[src/rtl/dop_pkg.sv]
package dop_pkg;
    localparam logic [7:0]  MARK_ODD   = 8'h05;
    localparam logic [7:0]  MARK_EVEN  = 8'hFA;
    localparam logic [31:0] FILL_DOP   = 32'hFA969600;
    localparam logic [31:0] FILL_PCM   = 32'h0000_0000;
    localparam int          RATE_FLOOR = 96000;
    localparam int          SAMPLE_W   = 32;
    localparam int          TAG_HI     = 31;
    localparam int          TAG_LO     = 24;
    localparam int          PAY_HI     = 23;
    localparam int          PAY_LO     = 8;
    localparam int          PAY_W      = PAY_HI - PAY_LO + 1;

    typedef enum logic {
        MODE_PCM = 1'b0,
        MODE_DOP = 1'b1
    } mode_e;
endpackage

[src/rtl/dop_marker_qual.sv]
module dop_marker_qual
    import dop_pkg::*;
#(
    parameter int ENTRY_RUN = 32,
    parameter int RATE_W    = 32
) (
    input  logic              clk,
    input  logic              rst_n,
    input  logic              frame_valid,
    input  logic [7:0]        l_tag,
    input  logic [7:0]        r_tag,
    input  logic [RATE_W-1:0] rate_hz,
    output logic              dop_on,
    output logic              mode_pulse,
    output logic              exit_now
);
    localparam int CNT_W = $clog2(ENTRY_RUN + 1);
    localparam logic [CNT_W-1:0] LAST_CNT = CNT_W'(ENTRY_RUN - 1);
    localparam logic [RATE_W-1:0] FLOOR_V = RATE_W'(RATE_FLOOR);

    typedef struct packed {
        mode_e            mode;
        logic [CNT_W-1:0] cnt;
        logic [7:0]       expect_tag;
        logic             pulse;
    } qual_t;

    qual_t st_d, st_q;
    logic  rate_ok, l_has, r_has, pair_match;

    always_comb begin
        rate_ok    = rate_hz > FLOOR_V;
        l_has      = (l_tag == MARK_ODD) || (l_tag == MARK_EVEN);
        r_has      = (r_tag == MARK_ODD) || (r_tag == MARK_EVEN);
        pair_match = (l_tag == st_q.expect_tag) && (r_tag == st_q.expect_tag);
        exit_now   = frame_valid && (st_q.mode == MODE_DOP) && !l_has && !r_has;

        st_d       = st_q;
        st_d.pulse = 1'b0;
        if (frame_valid) begin
            if (st_q.mode == MODE_PCM) begin
                if (rate_ok) begin
                    if (pair_match) begin
                        if (st_q.cnt == LAST_CNT) begin
                            st_d.mode       = MODE_DOP;
                            st_d.cnt        = '0;
                            st_d.expect_tag = MARK_EVEN;
                            st_d.pulse      = 1'b1;
                        end else begin
                            st_d.cnt        = st_q.cnt + 1'b1;
                            st_d.expect_tag = st_q.expect_tag ^ (MARK_ODD ^ MARK_EVEN);
                        end
                    end else begin
                        st_d.cnt        = '0;
                        st_d.expect_tag = MARK_EVEN;
                    end
                end
            end else if (exit_now) begin
                st_d.mode       = MODE_PCM;
                st_d.cnt        = '0;
                st_d.expect_tag = MARK_EVEN;
                st_d.pulse      = 1'b1;
            end
        end
    end

    always_ff @(posedge clk) begin
        if (!rst_n) begin
            st_q.mode       <= MODE_PCM;
            st_q.cnt        <= '0;
            st_q.expect_tag <= MARK_EVEN;
            st_q.pulse      <= 1'b0;
        end else begin
            st_q <= st_d;
        end
    end

    assign dop_on     = (st_q.mode == MODE_DOP);
    assign mode_pulse = st_q.pulse;

    AST_PULSE_ON_CHANGE: assert property (@(posedge clk) disable iff (!rst_n)
        mode_pulse == (dop_on != $past(dop_on)));
    AST_NO_ENTRY_LOW_RATE: assert property (@(posedge clk) disable iff (!rst_n)
        $rose(dop_on) |-> $past(rate_ok && frame_valid));
    AST_EXIT_NEEDS_BARE_FRAME: assert property (@(posedge clk) disable iff (!rst_n)
        $fell(dop_on) |-> $past(frame_valid && !l_has && !r_has));
endmodule

[src/rtl/dop_word_packer.sv]
module dop_word_packer
    import dop_pkg::*;
(
    input  logic                clk,
    input  logic                rst_n,
    input  logic                take,
    input  logic                restart,
    input  logic [SAMPLE_W-1:0] l_samp,
    input  logic [SAMPLE_W-1:0] r_samp,
    output logic                word_valid,
    output logic [2*PAY_W-1:0]  word_l,
    output logic [2*PAY_W-1:0]  word_r
);
    localparam int NCH = 2;

    typedef struct packed {
        logic                          half;
        logic [NCH-1:0][PAY_W-1:0]     hold;
        logic [NCH-1:0][2*PAY_W-1:0]   word;
        logic                          valid;
    } pack_t;

    pack_t st_d, st_q;
    logic [NCH-1:0][SAMPLE_W-1:0] samp;
    logic [NCH-1:0][PAY_W-1:0]    pay;

    assign samp[0] = l_samp;
    assign samp[1] = r_samp;

    for (genvar c = 0; c < NCH; c++) begin : g_chan
        assign pay[c] = samp[c][PAY_HI:PAY_LO];
    end

    always_comb begin
        st_d       = st_q;
        st_d.valid = 1'b0;
        if (restart) begin
            st_d.half = 1'b0;
        end else if (take) begin
            if (!st_q.half) begin
                st_d.hold = pay;
                st_d.half = 1'b1;
            end else begin
                for (int c = 0; c < NCH; c++) begin
                    st_d.word[c] = {st_q.hold[c], pay[c]};
                end
                st_d.valid = 1'b1;
                st_d.half  = 1'b0;
            end
        end
    end

    always_ff @(posedge clk) begin
        if (!rst_n) begin
            st_q <= '0;
        end else begin
            st_q <= st_d;
        end
    end

    assign word_valid = st_q.valid;
    assign word_l     = st_q.word[0];
    assign word_r     = st_q.word[1];

    AST_WORD_NEEDS_TAKE: assert property (@(posedge clk) disable iff (!rst_n)
        word_valid |-> $past(take && !restart));
    AST_WORD_STABLE_BETWEEN: assert property (@(posedge clk) disable iff (!rst_n)
        !word_valid |-> $stable(word_l));
endmodule

[src/rtl/dop_bit_tick.sv]
module dop_bit_tick #(
    parameter int PER_W = 16
) (
    input  logic             clk,
    input  logic             rst_n,
    input  logic             run,
    input  logic [PER_W-1:0] period,
    output logic             tick
);
    typedef struct packed {
        logic [PER_W-1:0] cnt;
        logic             tick;
    } tick_t;

    tick_t st_d, st_q;
    logic [PER_W:0] next_cnt;

    always_comb begin
        st_d      = st_q;
        st_d.tick = 1'b0;
        next_cnt  = {1'b0, st_q.cnt} + 1'b1;
        if (!run) begin
            st_d.cnt = '0;
        end else if (next_cnt >= {1'b0, period}) begin
            st_d.cnt  = '0;
            st_d.tick = 1'b1;
        end else begin
            st_d.cnt = next_cnt[PER_W-1:0];
        end
    end

    always_ff @(posedge clk) begin
        if (!rst_n) begin
            st_q <= '0;
        end else begin
            st_q <= st_d;
        end
    end

    assign tick = st_q.tick;

    AST_TICK_NEEDS_RUN: assert property (@(posedge clk) disable iff (!rst_n)
        tick |-> $past(run));
endmodule

[src/rtl/dop_unpacker.sv]
module dop_unpacker
    import dop_pkg::*;
#(
    parameter int ENTRY_RUN = 32,
    parameter int RATE_W    = 32,
    parameter int PER_W     = 16
) (
    input  logic              clk,
    input  logic              rst_n,
    input  logic              frame_valid,
    input  logic [31:0]       pcm_left,
    input  logic [31:0]       pcm_right,
    input  logic [RATE_W-1:0] rate_hz,
    input  logic [PER_W-1:0]  bit_period,
    output logic              dop_mode,
    output logic              mode_change,
    output logic              dsd_valid,
    output logic [31:0]       dsd_left,
    output logic [31:0]       dsd_right,
    output logic              dsd_bit_en,
    output logic [31:0]       underflow_fill
);
    logic exit_now;
    logic take;

    dop_marker_qual #(
        .ENTRY_RUN (ENTRY_RUN),
        .RATE_W    (RATE_W)
    ) u_qual (
        .clk         (clk),
        .rst_n       (rst_n),
        .frame_valid (frame_valid),
        .l_tag       (pcm_left[TAG_HI:TAG_LO]),
        .r_tag       (pcm_right[TAG_HI:TAG_LO]),
        .rate_hz     (rate_hz),
        .dop_on      (dop_mode),
        .mode_pulse  (mode_change),
        .exit_now    (exit_now)
    );

    assign take = frame_valid && dop_mode && !exit_now;

    dop_word_packer u_pack (
        .clk        (clk),
        .rst_n      (rst_n),
        .take       (take),
        .restart    (!dop_mode || exit_now),
        .l_samp     (pcm_left),
        .r_samp     (pcm_right),
        .word_valid (dsd_valid),
        .word_l     (dsd_left),
        .word_r     (dsd_right)
    );

    dop_bit_tick #(
        .PER_W (PER_W)
    ) u_tick (
        .clk    (clk),
        .rst_n  (rst_n),
        .run    (dop_mode),
        .period (bit_period),
        .tick   (dsd_bit_en)
    );

    assign underflow_fill = dop_mode ? FILL_DOP : FILL_PCM;

    AST_VALID_ONLY_IN_DOP: assert property (@(posedge clk) disable iff (!rst_n)
        dsd_valid |-> $past(dop_mode));
    AST_FILL_MATCHES_MODE: assert property (@(posedge clk) disable iff (!rst_n)
        $rose(dop_mode) |-> (underflow_fill == 32'hFA969600));
endmodule

[config.mk]
export PLATFORM = sky130hd
export DESIGN_NAME = dop_unpacker
export DESIGN_NICKNAME = d
export VERILOG_FILES = /design/src/rtl/dop_pkg.sv /design/src/rtl/dop_marker_qual.sv /design/src/rtl/dop_word_packer.sv /design/src/rtl/dop_bit_tick.sv /design/src/rtl/dop_unpacker.sv
export SDC_FILE = /design/constraint.sdc
export NUM_CORES = 1
export LEC_CHECK = 0
export BUFFER_PORTS_ARGS = -buffer_cell sky130_fd_sc_hd__buf_2
export CAP_MARGIN = 20
export CORE_MARGIN = 3
export CORE_UTILIZATION = 50
export DETAILED_ROUTE_END_ITERATION = 16
export MAX_ROUTING_LAYER = met4
export PLACE_DENSITY = 0.91
export SLEW_MARGIN = 20
export SYNTH_ARGS = -nofsm -noshare
export SYNTH_HDL_FRONTEND = slang
export SYNTH_SLANG_ARGS = --single-unit
[constraint.sdc]
create_clock -name clk -period 3.5 [get_ports clk]
set_input_delay 0.175 -clock clk [delete_from_list [all_inputs] [get_ports clk]]
set_output_delay 0.175 -clock clk [all_outputs]
set_load 0.005 [all_outputs]
==> reports/metrics.yaml <==
outcome: "finished clean"
final_net_count: 960
timing_worst_setup_path_type: "flip-flop to flip-flop"
synth-edff-count: 0
antennaDiodeCount: 0
hpwlAfterDp_mm: 9.40
area_growth_syn_to_layout_pct: 17.0
remaining_antenna_violation_count: 0
chipWidth_um: 118
final_cell_area_mm2: 0.00729
path_clk_slew_ns: 0.06
worst_hold_slack_ns: 0.0174
finalCritPeriodShare: 0.935
vias_per_cell: 4.95
fmax_mhz: 306
clock_latency_ns: 0.41
boundaryPins: 215
vdd_drop_max_mv: 0.302
timing.setup.tns_ns: 0
root_buffer: "clkbuf_16"
postLayoutCoreUtil: 0.602
worst_hold_path.endpoint: "u_pack.word_l[13]$_SDFFE_PN0P_"
path_max_fanout: 8
stdcell_count: 1008
worstSetupStartpoint: "u_tick.st_q[1]$_SDFF_PP0_"
placement_rows: 40
worst_path_most_repeated_cell: "nand4_1"
drt_first_iter_violations: 373
area_of_the_core_mm2: 0.0121
clock-sinks: 131
switching_power_mw: 0.714
start_util: 0.514
finalHoldViolations: 0
preCtsSetupSlack_ns: 0.0713
most_common_library_cells_after_synthesis: "nand2_1, dfxtp_1, buf_4"
post_synth_num_cell_types: 45
drive_above_1_share: 0.276
grt_use_total: 0.200
power_consumption_mw: 3.51
synthMostInstantiatedCell: "nand2_1"
kind_of_capture_point_of_the_worst_setup_path: "flip-flop"
share_of_async_settable_or_async_resettable_flops_after_synthesis: 0
power.combinational.fraction: 0.037
route.final.wire_length_mm: 13.7
fill_cells: 1061
ys_warns: 0
drcViolationCount: 0
slew-limit-headroom: 0.540
dr_total_vias: 4992
power.internal_mw: 2.80
syn-mean-instance-area_um2: 8.52
skew_ns: 0.0102
synth.ff_latch_count: 131
routed_length_per_instance_um: 13.6
port_buffers: 180
die_y_um: 118
unrepaired_setup_endpoints_after_global_routing: "no"
power_frac_seq: 0.424
setup.worst_path.start_class: "flip-flop"
area_of_the_die_mm2: 0.0138
yosys.area.top_type: "dfxtp_1"
synth-seq-area-share: 0.421
drtPass1Iterations: 4
number_of_buffers_created_by_cts: 17
maximum_number_of_pins_on_one_net_before_global_route_repair: 66
grt_antenna_before_repair: 0
hp_class: "input port to flip-flop"
synth_top_cell_area_share: 0.421
crit_path_top_delay_cell: "or4_1"
gp_congestion: 0.883
worst_hold_path.num_cells: 3
mappedNetlistArea_mm2: 0.00623
cts.path.max_buffers: 2
slew_at_the_pin_closest_to_its_max_slew_limit_ns: 0.690
synthTopCellsByArea: "dfxtp_1, buf_4, nand2_1"
timing.final.setup_violations: 0
netlist_instances: 731
rr_endpoint: "u_tick.st_q[9]$_SDFF_PP0_"
timing.reg2reg.setup_slack_ns: 0.23
max_stage_delay_ns: 0.53
predominant_post_synthesis_flop_cell: "dfxtp_1"
final_period_minus_worst_setup_slack_ns: 3.27
crit_path_cell_trace: "ha_2 -> and3_1 -> nand4_1 -> nor2_2 -> nand3_1 -> xnor2_1 -> ha_1 -> nand4_1 -> or4_1 -> o221ai_1 -> a211oi_1 -> o21ai_4 -> and2b_1"
leakage_nw: 3.21
hold_path_startpoint: "pcm_left[21]"
power.density_cell_area_mw_per_mm2: 482
grt_pass1_wl_mm: 22.5
post-route-worst-setup-slack_ns: 0.229
worst_r2r_path_depth: 13
placedInstanceArea_mm2: 0.00657
max_capacitance_violation_count: 0
grt.overflow.total: 0
tritoncts: "yes"
cp_data_arrival_time_ns: 3.57
finalMaxSlewViolations: 0
place.detailed.instances: 972
cts_max_level: 4
clock_power_share: 0.539
first_global_vias: 4899
crit_reg_reg_startpoint: "u_tick.st_q[1]$_SDFF_PP0_"
p_sw_frac: 0.203
worst-endpoint-required_ns: 3.80
[worst max path at each step]
stage	end	slack [ns]	cells after the start
5_1_grt	u_tick.st_q[9]$_SDFF_PP0_	0.01	13
6_report	u_tick.st_q[9]$_SDFF_PP0_	0.23	13
3_5_place_dp	u_tick.st_q[9]$_SDFF_PP0_	0.07	13
2_1_floorplan	u_tick.st_q[7]$_SDFF_PP0_	0.30	14
3_3_place_gp	u_tick.st_q[7]$_SDFF_PP0_	0.20	13
4_1_cts	u_tick.st_q[9]$_SDFF_PP0_	0.05	13
[power groups by stage]
stage / clock network [mW] / registers, mW / logic [mW]
after global placement: 0 / 1.52 / 0.124
final: 1.89 / 1.49 / 0.129
after global routing: 2.00 / 1.49 / 0.145
after CTS: 1.93 / 1.49 / 0.128
after detailed placement: 0 / 1.52 / 0.126
after floorplan: 0 / 1.52 / 0.0636
[cell families (layout without fill, tap and decap cells)]
logic type / Yosys count / after routing / synth area share
flops: 131 / 131 / 0.421
simple gates: 279 / 279 / 0.212
other cells: 1 / 18 / 0.000602
xor+xnor: 15 / 15 / 0.0211
mux: 41 / 41 / 0.0665
fa+ha+maj: 18 / 18 / 0.0362
compound gates: 98 / 98 / 0.0896
buf+inv: 148 / 240 / 0.153
[layout make-up]
cell class	count	area (µm²)	area share
Multi-Input combinational cell	469	2740	0.375
Clock buffer	21	470	0.0645
Timing Repair Buffer	188	1000	0.137
Inverter	20	75.1	0.0103
Sequential cell	131	2620	0.360
Tap cell	168	210	0.0288
Clock inverter	11	174	0.0239
[flip-flops by register name, summed over array words and instances (netlist names)]
| register | cells |
|---|---|
| u_pack.word_r | 32 |
| u_qual.dop_on | 1 |
| u_pack.word_valid | 1 |
| u_tick.st_q | 16 |
| u_tick.tick | 1 |
| u_pack.st_q | 33 |
| u_qual.mode_pulse | 1 |
| u_pack.word_l | 32 |
| u_qual.st_q | 14 |
[routing by layer]
layer  track usage  part of all wire
met2         0.337              0.51
met4        0.0674             0.011
met1         0.231              0.43
met5             -                 0
met3        0.0548             0.053
[layout by cell type, fill, tap and decap left out, drive strengths merged, types with 10 or more instances in the layout]
cell	n
inv	21
nand3	10
nor3	12
conb	18
a21oi	71
clkbuf	21
and3	13
ha	18
xnor2	10
mux2i	38
nand4	12
buf	187
nand2	143
nor2	43
nor2b	13
dfxtp	131
[critical path, delay by kind of cell (launching register included)]
kind / cells / cell delay [ns]
AOI/OAI and AO/OA: 3 / 0.57
xor gates and xnor gates: 1 / 0.15
adders and majority gates: 2 / 0.56
DFF: 1 / 0.42
and+or+nand+nor: 7 / 1.46
[what timing repair did]
item | 4_1_cts | 5_1_grt
setup buffers | 0 | 3
endpoints found under the setup margin | 0 | 16
hold buffers | 1 | 0
endpoints found under the hold margin | 1 | 0
resized for setup | 0 | 3
(Power assumes the default switching activity.)
